$ cat config.mk
export PLATFORM = sky130hd
export DESIGN_NAME = ling_cla32
export DESIGN_NICKNAME = d
export VERILOG_FILES = /design/src/rtl/ling_pkg.sv /design/src/rtl/ling_pg_bit.sv /design/src/rtl/ling_group.sv /design/src/rtl/ling_section.sv /design/src/rtl/ling_cla32.sv
export SDC_FILE = /design/constraint.sdc
export NUM_CORES = 1
export LEC_CHECK = 0
export ABC_AREA = 1
export BUFFER_PORTS_ARGS = -buffer_cell sky130_fd_sc_hd__buf_4
export CORE_ASPECT_RATIO = 0.7
export CORE_UTILIZATION = 55
export DETAILED_ROUTE_END_ITERATION = 6
export PLACE_DENSITY = 0.9
export SYNTH_ARGS = -nofsm -noshare
export SYNTH_HDL_FRONTEND = slang
export SYNTH_SLANG_ARGS = --single-unit
$ cat constraint.sdc
create_clock -name vclk -period 4.15
set_input_delay 0.415 -clock vclk [all_inputs]
set_output_delay 0.415 -clock vclk [all_outputs]
set_load 0.005 [all_outputs]
$ cat src/rtl/ling_pkg.sv
package ling_pkg;

    localparam int DATA_W      = 32;
    localparam int GRP_W       = 4;
    localparam int SEC_W       = 16;
    localparam int N_GRP       = DATA_W / GRP_W;
    localparam int GRP_PER_SEC = SEC_W / GRP_W;
    localparam int N_SEC       = DATA_W / SEC_W;

    // A Ling span term: pseudo-carry of the span and the propagate
    // product shifted down by one bit (p of the bit below the span
    // through p of the second-highest bit of the span).
    typedef struct packed {
        logic h;
        logic ip;
    } ling_term_t;

    typedef struct packed {
        logic [DATA_W-1:0] sum;
        logic              cout;
    } add_res_t;

    function automatic ling_term_t merge2(ling_term_t t1, ling_term_t t0);
        ling_term_t r;
        r.h  = t1.h | (t1.ip & t0.h);
        r.ip = t1.ip & t0.ip;
        return r;
    endfunction

    function automatic ling_term_t merge3(ling_term_t t2, ling_term_t t1,
                                          ling_term_t t0);
        ling_term_t r;
        r.h  = t2.h | (t2.ip & t1.h) | (t2.ip & t1.ip & t0.h);
        r.ip = t2.ip & t1.ip & t0.ip;
        return r;
    endfunction

    function automatic ling_term_t merge4(ling_term_t t3, ling_term_t t2,
                                          ling_term_t t1, ling_term_t t0);
        ling_term_t r;
        r.h  = t3.h | (t3.ip & t2.h) | (t3.ip & t2.ip & t1.h)
             | (t3.ip & t2.ip & t1.ip & t0.h);
        r.ip = t3.ip & t2.ip & t1.ip & t0.ip;
        return r;
    endfunction

endpackage

$ cat src/rtl/ling_pg_bit.sv
module ling_pg_bit #(
    parameter int W = 32
) (
    input  logic [W-1:0] a_i,
    input  logic [W-1:0] b_i,
    output logic [W-1:0] g_o,
    output logic [W-1:0] p_o
);
    for (genvar i = 0; i < W; i++) begin : g_bit
        assign g_o[i] = a_i[i] & b_i[i];
        assign p_o[i] = a_i[i] | b_i[i];
    end
endmodule

$ cat src/rtl/ling_group.sv
module ling_group
    import ling_pkg::*;
(
    input  logic [GRP_W-1:0] g_i,
    input  logic [GRP_W-2:0] p_i,
    input  logic             p_below_i,
    input  logic             h_in_i,
    output ling_term_t       term_o,
    output logic [GRP_W-1:0] h_o
);
    ling_term_t [GRP_W-1:0] bit_t;
    ling_term_t [GRP_W-1:0] loc_t;
    ling_term_t             in_t;

    always_comb begin
        bit_t[0].h  = g_i[0];
        bit_t[0].ip = p_below_i;
        for (int k = 1; k < GRP_W; k++) begin
            bit_t[k].h  = g_i[k];
            bit_t[k].ip = p_i[k-1];
        end
        loc_t[0] = bit_t[0];
        loc_t[1] = merge2(bit_t[1], bit_t[0]);
        loc_t[2] = merge3(bit_t[2], bit_t[1], bit_t[0]);
        loc_t[3] = merge4(bit_t[3], bit_t[2], bit_t[1], bit_t[0]);
        in_t.h  = h_in_i;
        in_t.ip = 1'b0;
        for (int k = 0; k < GRP_W; k++) begin
            h_o[k] = loc_t[k].h | (loc_t[k].ip & in_t.h);
        end
        term_o = loc_t[GRP_W-1];
    end
endmodule

$ cat src/rtl/ling_section.sv
module ling_section
    import ling_pkg::*;
(
    input  ling_term_t [GRP_PER_SEC-1:0] term_i,
    input  logic                         h_in_i,
    output logic [GRP_PER_SEC-1:0]       h_end_o
);
    ling_term_t [GRP_PER_SEC-1:0] span_t;

    always_comb begin
        span_t[0] = term_i[0];
        span_t[1] = merge2(term_i[1], term_i[0]);
        span_t[2] = merge3(term_i[2], term_i[1], term_i[0]);
        // one 16-bit-wide merge: this output feeds the next section
        span_t[3] = merge4(term_i[3], term_i[2], term_i[1], term_i[0]);
        for (int k = 0; k < GRP_PER_SEC; k++) begin
            h_end_o[k] = span_t[k].h | (span_t[k].ip & h_in_i);
        end
    end
endmodule

$ cat src/rtl/ling_cla32.sv
module ling_cla32
    import ling_pkg::*;
(
    input  logic [DATA_W-1:0] a_i,
    input  logic [DATA_W-1:0] b_i,
    output logic [DATA_W-1:0] sum_o,
    output logic              cout_o
);
    logic [DATA_W-1:0]      g;
    logic [DATA_W-1:0]      p;
    logic [DATA_W-1:0]      hbit;
    logic [N_GRP-1:0]       grp_hend;
    ling_term_t [N_GRP-1:0] grp_t;
    add_res_t               res_d;

    ling_pg_bit #(.W(DATA_W)) u_pg (
        .a_i (a_i),
        .b_i (b_i),
        .g_o (g),
        .p_o (p)
    );

    for (genvar m = 0; m < N_GRP; m++) begin : g_grp
        logic p_below;
        logic h_in;
        if (m == 0) begin : g_first
            assign p_below = 1'b0;
            assign h_in    = 1'b0;
        end else begin : g_rest
            assign p_below = p[m*GRP_W-1];
            assign h_in    = grp_hend[m-1];
        end
        ling_group u_grp (
            .g_i       (g[m*GRP_W +: GRP_W]),
            .p_i       (p[m*GRP_W +: GRP_W-1]),
            .p_below_i (p_below),
            .h_in_i    (h_in),
            .term_o    (grp_t[m]),
            .h_o       (hbit[m*GRP_W +: GRP_W])
        );
    end

    for (genvar s = 0; s < N_SEC; s++) begin : g_sec
        logic                   h_in;
        logic [GRP_PER_SEC-1:0] h_end;
        if (s == 0) begin : g_first
            assign h_in = 1'b0;
        end else begin : g_rest
            assign h_in = g_sec[s-1].h_end[GRP_PER_SEC-1];
        end
        ling_section u_sec (
            .term_i  (grp_t[s*GRP_PER_SEC +: GRP_PER_SEC]),
            .h_in_i  (h_in),
            .h_end_o (h_end)
        );
        assign grp_hend[s*GRP_PER_SEC +: GRP_PER_SEC] = h_end;
    end

    // sum stage: true carry recovered as p(j-1) AND H(0,j-1)
    always_comb begin
        res_d.sum[0] = a_i[0] ^ b_i[0];
        for (int j = 1; j < DATA_W; j++) begin
            res_d.sum[j] = a_i[j] ^ b_i[j] ^ (p[j-1] & hbit[j-1]);
        end
        res_d.cout = p[DATA_W-1] & hbit[DATA_W-1];
    end

    assign sum_o  = res_d.sum;
    assign cout_o = res_d.cout;
endmodule

After elaboration in Yosys (flattened, before gate mapping)
Cells that the tools add are included.
- flip-flop bits (word level): 0
- output and inout port bits: 33
- logic and storage cells: 378
- memory bits (read-only): 0
- RAM bits: 0
- latch bits: 0
- memories: 0
- input port bits: 64
- add/sub/neg operators: 0
- divide/modulo/power cells: 0
- magnitude comparators: 0
- multiplexer cells: 0
- reductions and logical operators: 0
- multiply operators: 0
- shift operators: 0
- equal/unequal tests: 0
- bitwise operators: 378
- operators by type and width (operator ; number):
    AND 1 bit ; 197
    OR 1 bit ; 118
    XOR 1 bit ; 63

Longest topological paths before layout
- word-level depth: 15
- mapped depth: 16
- gate-level depth less buffers: 16

By module
A second synthesis with hierarchy kept.
- cell total of the unflattened synthesis: 729
- area total of the unflattened synthesis: 2986.6 sq um
- modules (own cells, without submodules) (module ; sequential area each (sq um) ; area an instance (sq um) ; times used ; cells each):
    ling_cla32 ; 0.0 ; 1377.6 ; 1 ; 345
    ling_group ; 0.0 ; 106.4 ; 8 ; 23
    ling_pg_bit ; 0.0 ; 600.6 ; 1 ; 160
    ling_section ; 0.0 ; 78.8 ; 2 ; 20

Worst setup path before layout
No wires, ideal clock.
- path kind: input to output
- start: input a_i[8]
- end: output sum_o[21]
- stages on the path: 12
- arrival: 1.948 ns
- buffers on the path: 0
- path slack: 1.787 ns
- data required time: 3.735 ns
- cell sequence: inv_1 > ha_1 > nor2_1 > nand3_1 > nor3_2 > nand2_2 > nand2_4 > nand2_2 > nand2_2 > nand2_1 > fa_1 > xnor2_1
- word-level cells in the longest chain between the ends: 14
- elaborated cells between the ends (all ways): 20
- those cells by class: 20 x bitwise
- RTL lines (item ; line ; text):
    start, declared ; ling_cla32.sv:4 ; input logic [DATA_W-1:0] a_i,
    OR 1 bit ; ling_pg_bit.sv:11 ; assign p_o[i] = a_i[i] | b_i[i];
    AND 1 bit ; ling_pkg.sv:42, ling_pkg.sv:43 ;
    AND 1 bit ; ling_pkg.sv:42 ; | (t3.ip & t2.ip & t1.ip & t0.h);
    OR 1 bit ; ling_pkg.sv:42 ;
    AND 1 bit ; ling_pkg.sv:41 ; r.h = t3.h | (t3.ip & t2.h) | (t3.ip & t2.ip & t1.h)
    OR 1 bit (2 in a row) ; ling_pkg.sv:41 ;
    OR 1 bit * ; ling_pkg.sv:42 ;
    AND 1 bit * ; ling_section.sv:17 ; h_end_o[k] = span_t[k].h | (span_t[k].ip & h_in_i);
    OR 1 bit * ; ling_section.sv:17 ;
    AND 1 bit * ; ling_group.sv:29 ; h_o[k] = loc_t[k].h | (loc_t[k].ip & in_t.h);
    OR 1 bit * ; ling_group.sv:29 ;
    AND 1 bit * ; ling_cla32.sv:63 ; res_d.sum[j] = a_i[j] ^ b_i[j] ^ (p[j-1] & hbit[j-1]);
    XOR 1 bit * ; ling_cla32.sv:63 ;
    end, declared ; ling_cla32.sv:6 ; output logic [DATA_W-1:0] sum_o,
Mark *: on every way between the ends. The rest lies on a longest branch, timed or not.

Worst setup path after layout
Same ends and word-level chain as after synthesis.

==> metrics.txt <==
net switching power=between 200 and 250 uW; die area=4889 um^2; wire length per cell=approximately 9.9 um; Die Width=around 83 um; Worst Setup Path Type=in2out; synthesized area per cell=between 6 and 7 um^2; CTS Hold Bufs=0; first drt pass iteration count=4; Setup crit start=a_i[8]; total track usage=0.2083; Worst Hold Class=in2out; vias per cell=around 4.7; hold path startpoint=b_i[1]; switching part of the total=0.4772; crit-path cells=buf_4, inv_1, ha_1, nor2_1, nand3_1, nor3_2, nand2_2, nand2_4, nand2_2, nand2_2, nand2_1, fa_1, xnor2_1, buf_4; DP Area=3332 um^2; Slew HR=0.7995; vias in the first global route=2,230; outcome=completed; grt total ovfl=0; Die Ht=between 50 and 60 um; Net count, final=approximately 620; post-route cell area=roughly 3300 um^2; Mapped Area=approximately 2500 um^2; DRC Markers=0; layout cells sized above 1=0.2827; synthesis warning total=0; Int Power=223.9 uW; Crit. End Element=output pin; antenna diode count=0; Synth cell types=32; Core Footprint=about 4400 um^2; final RePlAce weighted congestion=approximately 0.81; Comb pwr share=1.000; synthesis-to-layout area growth=31.44%; global-route wire length before repair=roughly 8700 um; initial antenna violation count=0; Reg area=0 um^2; Post-Route Setup TNS=0 ns; Leak=about 0.0021 uW; Final Hold Viols=0; Mapped Cells=377; PwrDens=roughly 130 nW/um^2; # resized after CTS=0; DR vias=2,509; Port Buf Inserts=a little under 100; syn_nets=~520; max incr delay on CP=0.38 ns; crit path launch type=input pin; part of the power in registers=0; area leader, netlist=ha_1; FP Rows=20; Fmax=between 0.3 and 0.4 GHz; fin crit period=about 2.7 ns; pin count of the biggest net entering global routing=7; seq_cells=0; final setup vio count=0; top cells by area, synth=ha_1, inv_1, nand2_1, nand3_1, nor2_1; DRT iter0 DRCs=66; Worst Path Arrival=2.29 ns; cell mode on critical path=nand2_2; worst path required time=3.73 ns; unrepaired setup endpoints after global routing=no; post-CTS setup buffers=0; crit-path max FO=6; io pins=97; Crit-path slowest cell=fa_1; Tcrit/Tclk final=0.6527; DP HPWL=roughly 4800 um; Hold EP=sum_o[1]; Routed Antenna Nets=0; Clock Power Share=0; Synth top area share=0.3899; Seq/Total Area, Yosys=0; Initial Util=0.5789; MaxCap Viol Count=0; worst slew pin tran=roughly 0.30 ns; VDD IR-drop max=75.88 uV; hold path cells=3; CLK BUF=0; Max Transition Viols Final=0; final wirelength=roughly 5200 um
power by group through the flow:
stage	clock network (uW)	logic (uW)	registers [uW]
after floorplan	0	234	0
after global placement	0	416	0
after detailed placement	0	428	0
after CTS	0	431	0
after global routing	0	477	0
final	0	428	0
synthesized netlist by cell type, drive strengths merged (2+ instances only):
master,n
inv,108
ha,79
nand2,73
nor2,32
nand3,26
xnor2,10
a21oi,8
a21o,6
xor2,6
o21ai,5
fa,4
nor3,4
nand3b,3
or2,3
a211oi,2
a21boi,2
a311oi,2
nand4,2
routing by layer:
layer	up-vias	track usage	wire length, um	share of wire
met5	-	0	0	0
met1	1111	0.2581	2295	0.44
li1	1324	-	-	-
met2	74	0.4052	2516	0.48
met4	0	0	0	0
met3	0	0.03787	416	0.080
area by class of cell:
class / instances / area, um^2
Multi-Input combinational cell: 269 / 2130
Fill cell: 345 / 1047
Timing Repair Buffer: 97 / 728.2
Inverter: 108 / 405.4
Tap cell: 55 / 68.82
critical path: cells and delay by family:
family	cells	cell delay, ns
and+or+nand+nor	8	0.83
buffers and inverters	3	0.29
adders and majority gates	2	0.59
xor gates and xnor gates	1	0.16
worst max-delay path by stage:
stage                      to
floorplan           sum_o[21]
global placement    sum_o[21]
detailed placement  sum_o[21]
CTS                 sum_o[21]
global route        sum_o[21]
finish              sum_o[21]
stage by stage:
stage                     instances  setup WS (ns)    util  power (uW)  hold WS (ns)
after floorplan                 377          1.787       -       233.9        0.9819
after global placement          529          1.490  0.7609       416.3         1.177
after detailed placement        529          1.453  0.7609       428.4         1.183
after CTS                       529          1.444  0.7609       431.4         1.183
after global routing            529          1.297  0.7609       477.4         1.202
final                           529          1.441  0.7609       428.4         1.177
cell families (layout without fill, tap and decap cells):
logic type / count (synthesis) / in the layout / synth area share
AOI/OAI and AO/OA: 26 / 26 / 0.07551
adders and majority gates: 83 / 83 / 0.4215
and+or+nand+nor: 144 / 144 / 0.2878
xor gates and xnor gates: 16 / 16 / 0.05528
buffers and inverters: 108 / 205 / 0.1599
placed cells by master, fill, tap and decap left out, types with 3 or more instances in the layout:
master | Yosys | layout
a21oi_1 | 3 | 3
a21oi_2 | 4 | 4
xnor2_1 | 10 | 10
buf_4 | 0 | 97
nand3_1 | 26 | 26
nor2_1 | 29 | 29
o21ai_0 | 3 | 3
nand3b_1 | 3 | 3
xor2_1 | 6 | 6
inv_1 | 104 | 104
nand2_2 | 13 | 13
nand2_1 | 55 | 55
fa_1 | 4 | 4
a21o_1 | 6 | 6
nand2_4 | 5 | 5
inv_2 | 4 | 4
ha_1 | 79 | 79
Power figures use the tool's default switching activity.
